<file path="src/rtl/dma_seq_pkg.sv">
package dma_seq_pkg;

    localparam int MODE_W = 6;

    typedef enum logic [0:0] {
        ST_IDLE = 1'b0,
        ST_UNIT = 1'b1
    } seq_state_e;

    localparam logic [1:0] OPM_SINGLE = 2'd1;

    localparam logic [1:0] XT_VERIFY  = 2'd0;
    localparam logic [1:0] XT_MEMWR   = 2'd1;
    localparam logic [1:0] XT_MEMRD   = 2'd2;
    localparam logic [1:0] XT_ILLEGAL = 2'd3;

    typedef struct packed {
        logic [1:0] opm;
        logic       dec;
        logic       reload;
        logic [1:0] xtype;
    } chan_mode_t;

endpackage

</file>
<file path="src/rtl/dma_seq_arb.sv">
module dma_seq_arb #(
    parameter int NCH = 4,
    localparam int IW = (NCH > 1) ? $clog2(NCH) : 1
) (
    input  logic [NCH-1:0] elig_i,
    output logic [NCH-1:0] gnt_oh_o,
    output logic [IW-1:0]  gnt_idx_o,
    output logic           any_o
);
    // Fixed priority: scan from the top so the lowest index wins.
    always_comb begin
        gnt_oh_o  = '0;
        gnt_idx_o = '0;
        for (int c = NCH - 1; c >= 0; c--) begin
            if (elig_i[c]) begin
                gnt_oh_o  = '0;
                gnt_oh_o[c] = 1'b1;
                gnt_idx_o = IW'(c);
            end
        end
        any_o = |elig_i;
    end
endmodule

</file>
<file path="src/rtl/dma_seq_step.sv">
module dma_seq_step #(
    parameter int AW   = 16,
    parameter int CW   = 16,
    parameter bit WIDE = 1'b0,
    localparam logic [AW-1:0] STEP = WIDE ? AW'(2) : AW'(1)
) (
    input  logic [AW-1:0] addr_i,
    input  logic [CW-1:0] cnt_i,
    input  logic          dec_i,
    output logic [AW-1:0] addr_o,
    output logic [CW-1:0] cnt_o,
    output logic          last_o
);
    always_comb begin
        addr_o = dec_i ? (addr_i - STEP) : (addr_i + STEP);
        cnt_o  = cnt_i - CW'(1);
        last_o = (cnt_o == '0);
    end
endmodule

</file>
<file path="src/rtl/dma_single_seq.sv">
module dma_single_seq
    import dma_seq_pkg::*;
#(
    parameter int             NCH  = 4,
    parameter int             AW   = 16,
    parameter int             CW   = 16,
    parameter logic [NCH-1:0] WIDE = 4'b1100,
    localparam int            MW   = MODE_W,
    localparam int            IW   = (NCH > 1) ? $clog2(NCH) : 1
) (
    input  logic              clk,
    input  logic              rst_n,
    input  logic [NCH*MW-1:0] mode_i,
    input  logic [NCH-1:0]    mask_i,
    input  logic [NCH*AW-1:0] base_addr_i,
    input  logic [NCH*CW-1:0] base_cnt_i,
    input  logic [NCH-1:0]    load_i,
    input  logic              tc_clr_i,
    input  logic [NCH-1:0]    dreq_i,
    output logic [NCH-1:0]    dack_o,
    output logic              mem_rd_o,
    output logic              mem_wr_o,
    output logic [AW-1:0]     mem_addr_o,
    output logic [NCH*AW-1:0] cur_addr_o,
    output logic [NCH*CW-1:0] cur_cnt_o,
    output logic [NCH-1:0]    tc_o,
    output logic [NCH-1:0]    req_o
);

    typedef struct packed {
        seq_state_e                st;
        logic [NCH-1:0]            gnt;
        logic [NCH-1:0]            armed;
        logic [NCH-1:0]            tc;
        logic [NCH-1:0]            pend;
        logic [NCH-1:0][AW-1:0]    addr;
        logic [NCH-1:0][CW-1:0]    cnt;
        logic                      rd;
        logic                      wr;
        logic [AW-1:0]             maddr;
    } seq_regs_t;

    seq_regs_t q, d;

    chan_mode_t             mode   [NCH];
    logic [NCH-1:0]         elig;
    logic [NCH-1:0]         gnt_oh;
    logic [IW-1:0]          gnt_idx;
    logic                   gnt_any;
    logic [NCH-1:0][AW-1:0] addr_nx;
    logic [NCH-1:0][CW-1:0] cnt_nx;
    logic [NCH-1:0]         last_nx;

    // Per-channel mode decode, eligibility and pointer/counter stepping.
    for (genvar c = 0; c < NCH; c++) begin : g_chan
        assign mode[c] = chan_mode_t'(mode_i[c*MW +: MW]);

        assign elig[c] = (q.st == ST_IDLE) && dreq_i[c] && q.armed[c] && !mask_i[c]
                       && (mode[c].opm == OPM_SINGLE) && (mode[c].xtype != XT_ILLEGAL)
                       && (q.cnt[c] != '0);

        dma_seq_step #(
            .AW   (AW),
            .CW   (CW),
            .WIDE (WIDE[c])
        ) step_i (
            .addr_i (q.addr[c]),
            .cnt_i  (q.cnt[c]),
            .dec_i  (mode[c].dec),
            .addr_o (addr_nx[c]),
            .cnt_o  (cnt_nx[c]),
            .last_o (last_nx[c])
        );
    end

    dma_seq_arb #(.NCH(NCH)) arb_i (
        .elig_i    (elig),
        .gnt_oh_o  (gnt_oh),
        .gnt_idx_o (gnt_idx),
        .any_o     (gnt_any)
    );

    always_comb begin
        d = q;

        for (int c = 0; c < NCH; c++) begin
            if (!dreq_i[c]) d.armed[c] = 1'b1;
            if (dreq_i[c])  d.pend[c]  = 1'b1;
            if (tc_clr_i)   d.tc[c]    = 1'b0;
        end

        unique case (q.st)
            ST_IDLE: begin
                if (gnt_any) begin
                    d.st    = ST_UNIT;
                    d.gnt   = gnt_oh;
                    d.armed = d.armed & ~gnt_oh;
                    d.maddr = q.addr[gnt_idx];
                    d.wr    = (mode[gnt_idx].xtype == XT_MEMWR);
                    d.rd    = (mode[gnt_idx].xtype == XT_MEMRD);
                end
            end
            ST_UNIT: begin
                d.st  = ST_IDLE;
                d.gnt = '0;
                d.rd  = 1'b0;
                d.wr  = 1'b0;
                for (int c = 0; c < NCH; c++) begin
                    if (q.gnt[c]) begin
                        d.addr[c] = addr_nx[c];
                        d.cnt[c]  = cnt_nx[c];
                        if (last_nx[c]) begin
                            d.tc[c]   = 1'b1;
                            d.pend[c] = 1'b0;
                            if (mode[c].reload) begin
                                d.addr[c] = base_addr_i[c*AW +: AW];
                                d.cnt[c]  = base_cnt_i[c*CW +: CW];
                            end
                        end
                    end
                end
            end
            default: d.st = ST_IDLE;
        endcase

        // A reprogram from the register block overrides any update.
        for (int c = 0; c < NCH; c++) begin
            if (load_i[c]) begin
                d.addr[c] = base_addr_i[c*AW +: AW];
                d.cnt[c]  = base_cnt_i[c*CW +: CW];
            end
        end
    end

    always_ff @(posedge clk) begin
        if (!rst_n) begin
            q       <= '0;
            q.st    <= ST_IDLE;
            q.armed <= '1;
        end else begin
            q <= d;
        end
    end

    assign dack_o     = q.gnt;
    assign mem_rd_o   = q.rd;
    assign mem_wr_o   = q.wr;
    assign mem_addr_o = q.maddr;
    assign cur_addr_o = q.addr;
    assign cur_cnt_o  = q.cnt;
    assign tc_o       = q.tc;
    assign req_o      = q.pend;

endmodule

</file>
<file path="config.mk">
export PLATFORM = sky130hd
export DESIGN_NAME = dma_single_seq
export DESIGN_NICKNAME = d
export VERILOG_FILES = /design/src/rtl/dma_seq_pkg.sv /design/src/rtl/dma_seq_arb.sv /design/src/rtl/dma_seq_step.sv /design/src/rtl/dma_single_seq.sv
export SDC_FILE = /design/constraint.sdc
export NUM_CORES = 1
export LEC_CHECK = 0
export BUFFER_PORTS_ARGS = -buffer_cell sky130_fd_sc_hd__clkbuf_2
export CORE_MARGIN = 3
export CORE_UTILIZATION = 50
export DETAILED_ROUTE_END_ITERATION = 6
export GPL_TIMING_DRIVEN = 0
export HOLD_SLACK_MARGIN = 0.08
export PLACE_DENSITY = 0.75
export SLEW_MARGIN = 20
export SYNTH_ARGS = -nofsm -noshare
export SYNTH_HDL_FRONTEND = slang
export SYNTH_SLANG_ARGS = --single-unit
</file>
<file path="constraint.sdc">
create_clock -name clk -period 8.45 [get_ports clk]
set_clock_uncertainty 0.1 [all_clocks]
set_input_delay 0.4225 -clock clk [delete_from_list [all_inputs] [get_ports clk]]
set_output_delay 0.4225 -clock clk [all_outputs]
set_load 0.05 [all_outputs]
</file>
## Word-level counts from Yosys, hierarchy flattened

Index checks and enable logic that the tools add are counted.

- Magnitude comparators: 2
- Bitwise gates (word level): 4
- Multiplexer cells: 83
- Reductions and logical operators: 50
- $add $sub $neg: 12
- Equality and inequality tests: 11

Operators with widths:

| kind | count |
|---|---|
| $mux 16 | 37 |
| $mux 136 | 1 |
| $sub 16x1->16 const B | 6 |
| $logic_not 16->1 | 4 |
| $reduce_bool 16->1 | 4 |
| $add 16x1->16 const B | 2 |
| $add 16x2->16 const B | 2 |
| $bmux 16 s2 | 1 |
| $sub 16x2->16 const B | 2 |
| $mux 1 | 28 |
| $logic_and 1x1->1 | 24 |
| $mux 4 | 5 |
| $mux 18 | 1 |
| $reduce_bool 2->1 | 8 |
| $bmux 6 s2 | 1 |
| $mux 2 | 6 |
| $eq 2x1->1 const B | 5 |
| $pmux 5 s2 | 1 |
| $reduce_and 2->1 | 5 |
| $mux 9 | 1 |
| $ne 2x2->1 const B | 4 |
| $and 4x4->4 | 1 |
| $logic_not 1->1 | 4 |
| $not 4->4 | 1 |
| 8 further kinds | 8 |

- Output and inout bits: 158
- Logic and storage cells: 178
- Flip-flop bits (word level): 163
- Input bits: 167

## Logic depth before layout (Yosys ltp)

Gate-level depths: netlist (run 1).

- Depth in word-level cells: 18
- Depth in mapped cells: 12
- Mapped depth without buffers: 9

## By module

From an unflattened synthesis (run 1), not the netlist that was laid out.

- Cell total of the unflattened synthesis: 1696
- Area, all modules: 13974.7 um^2

By module, submodules not included:

| module | sequential area each (um^2) | area each (um^2) | instances | cells an instance |
|---|---|---|---|---|
| dma_single_seq | 3263.1 | 9584.2 | 1 | 1098 |
| dma_seq_step at g_chan[0].step_i | 0.0 | 1127.3 | 1 | 148 |
| dma_seq_step at g_chan[3].step_i | 0.0 | 1089.8 | 1 | 148 |
| dma_seq_step at g_chan[1].step_i | 0.0 | 1077.3 | 1 | 152 |
| dma_seq_step at g_chan[2].step_i | 0.0 | 1037.2 | 1 | 140 |
| dma_seq_arb | 0.0 | 58.8 | 1 | 10 |

## Least setup slack after synthesis (run 1)

No wires, ideal clock.

- Path kind: reg2reg
- Start point: register q (netlist bit cur_cnt_o[48])
- End point: register q (netlist bit cur_addr_o[51])
- Buffers on the path: 2
- Arrival: 2.694 ns
- Slack: 5.533 ns
- Setup time: 0.123 ns
- Cell stages (with the launch flop): 12
- Data required time: 8.227 ns
- Period minus slack after synthesis: 2.917 ns
- Cells stage by stage: dfxtp_1 > inv_1 > ha_1 > or3b_1 > clkbuf_1 > o32a_1 > o32ai_1 > nand4_2 > o21a_1 > buf_2 > a221oi_1 > nor2_1

- Longest elaborated chain between the ends: 6

Ends and longest elaborated chain:

| what | line | RTL |
|---|---|---|
| start, declared | dma_single_seq.sv:43 | `seq_regs_t q, d;` |
| $sub 16x1->16 | dma_seq_step.sv:16 | `cnt_o = cnt_i - CW'(1);` |
| $logic_not 16->1 | dma_seq_step.sv:17 | `last_o = (cnt_o == '0);` |
| $mux 16 | dma_single_seq.sv:112 | `if (last_nx[c]) begin` |
| $mux 16 | dma_single_seq.sv:109 | `if (q.gnt[c]) begin` |
| $mux 136 | dma_single_seq.sv:92 | `unique case (q.st)` |
| $mux 16 | dma_single_seq.sv:128 | `if (load_i[c]) begin` |

No other way between the ends. The select of a mux whose other input is x is not followed.
A chain may end at the register's enable or synchronous reset.

## Final worst setup path (run 1)

- Start point: register q (netlist bit cur_cnt_o[48])
- End point: register q (netlist bit cur_addr_o[52])

Same word-level chain as after synthesis.

==> metrics.txt, run 1 <==
first-pass GRT wire length=76.8 mm; Worst path max stage delay=0.42 ns; Total Neg Setup Slack=0 ns; final WL=51.1 mm; Mean Syn Cell Area=7.91 µm²; number of DRC markers in iteration 0=1,781; Yosys top cell by area=dfxtp_1; Worst Setup Slack, final=4.71 ns; Critical Path, Cell by Cell=inv_1 -> ha_1 -> or3b_1 -> clkbuf_1 -> o32a_1 -> o32ai_1 -> nand4_2 -> o21a_1 -> buf_2 -> a221oi_1 -> nor2_1; TritonCTS clock tree=built; Mapped Nets=1,934; Port Buffer Count=322; Arr. time, crit path=3.96 ns; Placeable Area=26,200 µm²; post-synthesis async set-or-reset flop share=0%; Setup crit end kind=flip-flop; die area=28,900 µm²; Post-CTS Repair Setup Buffers=0; chip width=170 µm; clock sink count=163; Area Growth Syn to Fin=19.7%; Reg clk slew, reported paths=0.07 ns; ys flop type=dfxtp_1; Worst-Margin Slew=1.04 ns; CTS root buf=clkbuf_16; Final Hold Fails=0; r2r setup slk=4.71 ns; Gate Count Post-Synth=1,697; sequential area share after synthesis=24.3%; Via Count=14,792; DP Area=15,500 µm²; Yosys reg bits=163; CP max FO=10; Required @ worst endpoint=8.67 ns; Worst R2R Path Depth=11; Ys Warns=0; area share of the largest cell type after synthesis=24.3%; vias in the first global route=13,653; RSZ-0062 raised after global routing=false; Initial Util=51.2%; Worst Hold Endpoint=cur_cnt_o[2]; f_max=268 MHz; IO Pins=325; GR Util All Layers=33.9%; Post-synth EDFFs=0; Post-Syn Area=13,400 µm²; fraction of layout cells with a size suffix above 1=28.9%; Pre-antenna DRT Iters=5; largest net degree at the start of global routing=17; worst reg2reg endpoint=cur_addr_o[52]; startpoint types=flip-flop; placed insts=2,354; clock latency on the worst-skew pair=0.45 ns; top cells by area, synth=dfxtp_1 24%, buf_4 9.0%, ha_1 6.1%; H-tree depth=4; Final ANT Viol Nets=0; GRT overflow=0; status=completed; count of pins over their slew limit=0; post-DR wirelength/cell=21.4 µm; Residual DRC=0; pwr dens=163 nW/µm²; initial antenna violation count=0; via/cell ratio=6.20; nets=2,276; final setup fails=0; GPL Wtd Cong=0.995; Slowest-stage cell, CP=dfxtp_1; Worst R2R Start=cur_cnt_o[48]; CP Class=flip-flop to flip-flop; hold path cells=2; Static Leak=7.19 nW; Final Instance Count excl. Fillers=2,387; design area=16,100 µm²; standard-cell rows=59; hpwl dp=39.4 mm; Hold Crit Class=input pin to flip-flop; Die Y=170 µm; Antenna Cells=0; buffer depth of the longest clock path=2; Maximum Capacitance Violations=0; final core utilization=61.3%; worst relative slew slack=29.7%; total CTS buffers=17; Yosys cell types=100; minimum clock period=3.74 ns; fin crit share=44.2%; maximum vdd ir drop=0.115 mV; hold path start=base_cnt_i[2]; Place WS=4.83 ns
## cell families after synthesis
logic type / Yosys count / synth area share (%)
compound gates: 552 / 28.0
fa+ha+maj: 70 / 6.75
flops: 163 / 24.3
mux: 22 / 1.64
xor+xnor: 76 / 4.96
buf+inv: 305 / 13.9
simple gates: 509 / 20.4
## worst max-delay path, delay by kind of cell (launching register included)
family                     cells  cell delay (ns)
AOI/OAI and AO/OA              4             1.34
adders and majority gates      1             0.36
buffers and inverters          3             0.58
DFF                            1             0.42
and+or+nand+nor                3             0.80
## through the flow
stage               hold slack (ns)  total power [mW]
finish                       0.0927              2.62
floorplan                     0.340              1.55
global placement              0.353              1.79
CTS                          0.0872              2.60
global route                  0.104              2.71
detailed placement            0.369              1.79
## cells in the mapped netlist (8+ instances only)
| master | instances |
|---|---|
| dfxtp_1 | 163 |
| buf_4 | 161 |
| o21ai_0 | 135 |
| a21oi_1 | 109 |
| nor2_1 | 108 |
| nand2_1 | 94 |
| clkbuf_1 | 68 |
| ha_1 | 66 |
| nor3_1 | 63 |
| nand3_1 | 55 |
| xnor2_1 | 46 |
| inv_1 | 44 |
| a31oi_1 | 38 |
| a211oi_1 | 37 |
| xor2_1 | 30 |
| a221oi_1 | 29 |
| and2_1 | 23 |
| or3_1 | 23 |
| mux2i_1 | 22 |
| buf_2 | 18 |
| nand2b_1 | 18 |
| a21o_1 | 17 |
| nand4_1 | 17 |
| o22ai_1 | 17 |
| o21a_1 | 16 |
| nor4_1 | 14 |
| o221ai_1 | 14 |
| a22oi_1 | 12 |
| nor2b_1 | 12 |
| o31ai_1 | 11 |
| nand3b_1 | 9 |
| o211ai_1 | 9 |
| o21bai_1 | 9 |
| nor3b_1 | 8 |
| o221a_2 | 8 |
## cell usage in the layout, fill, tap and decap left out, types with 18 or more instances in the layout
master / netlist / final
buf_4: 161 / 161
xor2_1: 30 / 30
or3_1: 23 / 23
clkbuf_2: 1 / 323
a21oi_1: 109 / 109
a211oi_1: 37 / 37
a31oi_1: 38 / 38
nand2_1: 94 / 94
clkbuf_1: 68 / 69
dfxtp_1: 163 / 163
o21ai_0: 135 / 135
nor3_1: 63 / 63
nand3_1: 55 / 55
inv_1: 44 / 44
ha_1: 66 / 66
a221oi_1: 29 / 29
xnor2_1: 46 / 46
mux2i_1: 22 / 22
and2_1: 23 / 23
nand2b_1: 18 / 18
nor2_1: 108 / 108
buf_2: 18 / 18
## where the power goes
| part | total [mW] | internal (mW) | switching, mW | leakage, nW |
|---|---|---|---|---|
| logic | 0.910 | 0.334 | 0.576 | 5.56 |
| registers | 0.889 | 0.817 | 0.0720 | 1.34 |
| clock network | 0.818 | 0.461 | 0.357 | 0.289 |
| total | 2.62 | 1.61 | 1.01 | 7.19 |
## state kept, by name (all words and copies together), names as in the netlist
name and flops:
q 5, mem_addr_o 16, req_o 4, cur_cnt_o 64, cur_addr_o 64, tc_o 4, dack_o 4, mem_rd_o 1
mem_wr_o 1
## metal layers
| metal | share of wire (%) | GRT usage, % | vias up |
|---|---|---|---|
| met5 | 0 | 0 | - |
| met4 | 4.1 | 14.2 | 0 |
| met3 | 9.0 | 4.67 | 127 |
| met2 | 45 | 54.6 | 844 |
| met1 | 42 | 45.6 | 6956 |
| li1 | - | - | 6865 |
## worst max path at each step
stage / startpoint / end / slack, ns
after floorplan: cur_cnt_o[48] / cur_addr_o[51] / 5.53
after global placement: cur_cnt_o[48] / cur_addr_o[48] / 4.85
after detailed placement: cur_cnt_o[48] / cur_addr_o[48] / 4.83
after CTS: cur_cnt_o[48] / cur_addr_o[52] / 4.80
after global routing: cur_cnt_o[49] / cur_addr_o[54] / 4.53
final: cur_cnt_o[48] / cur_addr_o[52] / 4.71
## cell type report
type,instances,area (µm²)
buffer,260,1700
clock buffer,21,470
clock inverter,11,129
fill,2435,10100
inverter,45,169
multi-input combinational,1229,8300
sequential,163,3260
tap,335,419
timing repair buffer,323,1620
## what timing repair did
item                                   CTS  global route
hold buffers                             1             0
endpoints found under the hold margin    1             0
resized for setup                        0             0
Power figures use the tool's default switching activity.
==> inputs of run 2 (changes only) <==
Clock period 8.45 ns to 3.5 ns, I/O delays scaled along.
==> metrics.txt, run 2 (synthesis results as in run 1) <==
status=complete, but fails checks (was completed); Die Y=170 µm (unchanged); Initial Util=51.2% (unchanged); vias in the first global route=14,525 (was 13,653); worst reg2reg endpoint=cur_cnt_o[39] (was cur_addr_o[52]); chip width=170 µm (unchanged); CP top delay family=compound AO/OA/AOI/OAI gates (unchanged); CP max FO=10 (unchanged); hpwl dp=39.4 mm (unchanged); GPL Wtd Cong=0.995 (unchanged); f_max=292 MHz (was 268 MHz); most frequent cells in the layout=325 x clkbuf_2, 163 x buf_4, 162 x dfxtp_1 (was 323 x clkbuf_2, 163 x dfxtp_1, 161 x buf_4); final WL=53.3 mm (was 51.1 mm); capture point of the critical path=cur_cnt_o[39] (was cur_addr_o[52]); Hold Crit Class=input pin to flip-flop (unchanged); maximum vdd ir drop=0.282 mV (was 0.115 mV); Fillers=2,247 (was 2,435); number of DRC markers in iteration 0=1,758 (was 1,781); Arr. time, crit path=3.63 ns (was 3.96 ns); pwr dens=369 nW/µm² (was 163 nW/µm²); final core utilization=66.8% (was 61.3%); fraction of layout cells with a size suffix above 1=27.8% (was 28.9%); Worst R2R Start=cur_cnt_o[33] (was cur_cnt_o[48]); Total Neg Setup Slack=0 ns (unchanged); Residual DRC=4 (was 0); Setup crit end kind=flip-flop (unchanged); first-pass GRT wire length=80.7 mm (was 76.8 mm); Placeable Area=26,200 µm² (unchanged); final setup fails=0 (unchanged); minimum clock period=3.42 ns (was 3.74 ns); Required @ worst endpoint=3.71 ns (was 8.67 ns); Worst-Margin Slew=0.979 ns (was 1.04 ns); worst relative slew slack=34.7% (was 29.7%); failing checks=DRC; clock latency on the worst-skew pair=0.44 ns (was 0.45 ns); Worst R2R Path Depth=11 (unchanged); Final ANT Viol Nets=0 (unchanged); startpoint types=flip-flop (unchanged); most common cell after layout, fill and taps aside=clkbuf_2 (unchanged); die area=28,900 µm² (unchanged); Port Buffer Count=322 (unchanged); GRT overflow=0 (unchanged); Via Count=15,477 (was 14,792); Reg clk slew, reported paths=0.07 ns (about the same); standard-cell rows=59 (unchanged); largest net degree at the start of global routing=17 (unchanged); Pre-antenna DRT Iters=7 (was 5); Maximum Capacitance Violations=0 (unchanged); nets=2,412 (was 2,276); CTS root buf=clkbuf_16 (unchanged); initial antenna violation count=0 (unchanged); Critical Path Start=cur_cnt_o[33] (was cur_cnt_o[48]); TritonCTS clock tree=built (unchanged); fin crit share=97.8% (was 44.2%); Area Growth Syn to Fin=30.3% (was 19.7%); via/cell ratio=6.13 (was 6.20); total CTS buffers=17 (unchanged); Final Hold Fails=0 (unchanged); GR Util All Layers=35.4% (was 33.9%); Static Leak=7.78 nW (was 7.19 nW); post-DR wirelength/cell=21.1 µm (was 21.4 µm); r2r setup slk=0.08 ns (was 4.71 ns); buffer depth of the longest clock path=2 (unchanged); IO Pins=325 (unchanged); CP Class=flip-flop to flip-flop (unchanged); clock sink count=163 (unchanged); count of pins over their slew limit=0 (unchanged); Hold Slack=0.127 ns (was 0.0927 ns); Worst Path Buf+Inv=3 (unchanged); Levels on crit path=11 (unchanged); Critical Path, Cell by Cell=inv_1 -> ha_1 -> clkbuf_1 -> or3b_2 -> nand3b_1 -> o32ai_1 -> o21ai_1 -> o41ai_4 -> buf_4 -> a221oi_1 -> nor2_1 (was inv_1 -> ha_1 -> or3b_1 -> clkbuf_1 -> o32a_1 -> o32ai_1 -> nand4_2 -> o21a_1 -> buf_2 -> a221oi_1 -> nor2_1); RSZ-0062 raised after global routing=false (unchanged); Worst path max stage delay=0.59 ns (was 0.42 ns); H-tree depth=4 (unchanged); Slowest-stage cell, CP=or3b_2 (was dfxtp_1); total power draw=6.46 mW (was 2.62 mW)
## run 2: cell types whose count changed in the layout (fill, tap and decap cells not counted), moves of 2 or more
cell and change:
nor3b_1 -4, inv_1 -2, clkbuf_2 +2, clkbuf_1 -2
nor3b_2 +4, inv_2 +2, dlygate4sd3_1 +134, buf_4 +2
## run 2: how the worst min path moves through the flow
stage / depth (start not counted) / slack (ns) / startpoint / to
floorplan: 1 / 0.19 / base_addr_i[6] / cur_addr_o[6]
global placement: 2 / 0.29 / base_cnt_i[7] / cur_cnt_o[7]
detailed placement: 2 / 0.28 / base_cnt_i[7] / cur_cnt_o[7]
CTS: 4 / 0.11 / load_i[2] / cur_cnt_o[34]
global route: 4 / 0.15 / mode_i[13] / mem_rd_o
finish: 4 / 0.13 / load_i[1] / cur_cnt_o[24]
## run 2: metrics by stage
step,setup slack [ns],cell area (µm²),cells
after floorplan,0.583,13400,1697
after global placement,-0.103,15500,2354
after detailed placement,-0.121,15500,2354
after CTS,0.0482,17400,2523
after global routing,0.00508,17500,2523
final,0.0771,17500,2524
## run 2: cell type report
cell class                 instances  area (µm²)  area share [%]
antenna                            1        2.50          0.0143
buffer                           260        1700            9.72
clock buffer                      21         470            2.69
clock inverter                    11         129           0.736
inverter                          45         169           0.965
multi-input combinational       1229        8370            47.8
sequential                       163        3260            18.7
tap                              335         419            2.40
timing repair buffer             459        2980            17.0
## run 2: routing by layer
| metal | global-route usage [%] | share of wire [%] |
|---|---|---|
| met1 | 46.5 | 41 |
| met2 | 58.1 | 45 |
| met3 | 5.06 | 9.4 |
| met5 | 0 | 0 |
| met4 | 15.4 | 4.3 |
## run 2: worst register-to-register path, delay by kind of cell, from the launching register on
family	cells	cell delay (ns)
compound gates	4	1.11
fa+ha+maj	1	0.15
buf+inv	3	0.71
flops	1	0.41
simple gates	3	0.82
## run 2: repair_timing
| item | 4_1_cts | 5_1_grt |
|---|---|---|
| endpoints found under the setup margin | 24 | 102 |
| hold buffers | 135 | 0 |
| resized for setup | 3 | 17 |
| pin swaps | 1 | 1 |
| buffers inserted | 2 | 0 |
| endpoints found under the hold margin | 138 | 0 |
| gates cloned | 0 | 0 |
## run 2: where the power goes
| group | switching (mW) | internal (mW) |
|---|---|---|
| registers | 0.176 | 1.97 |
| clock network | 0.858 | 1.11 |
| logic | 1.43 | 0.914 |
| total | 2.47 | 4.00 |
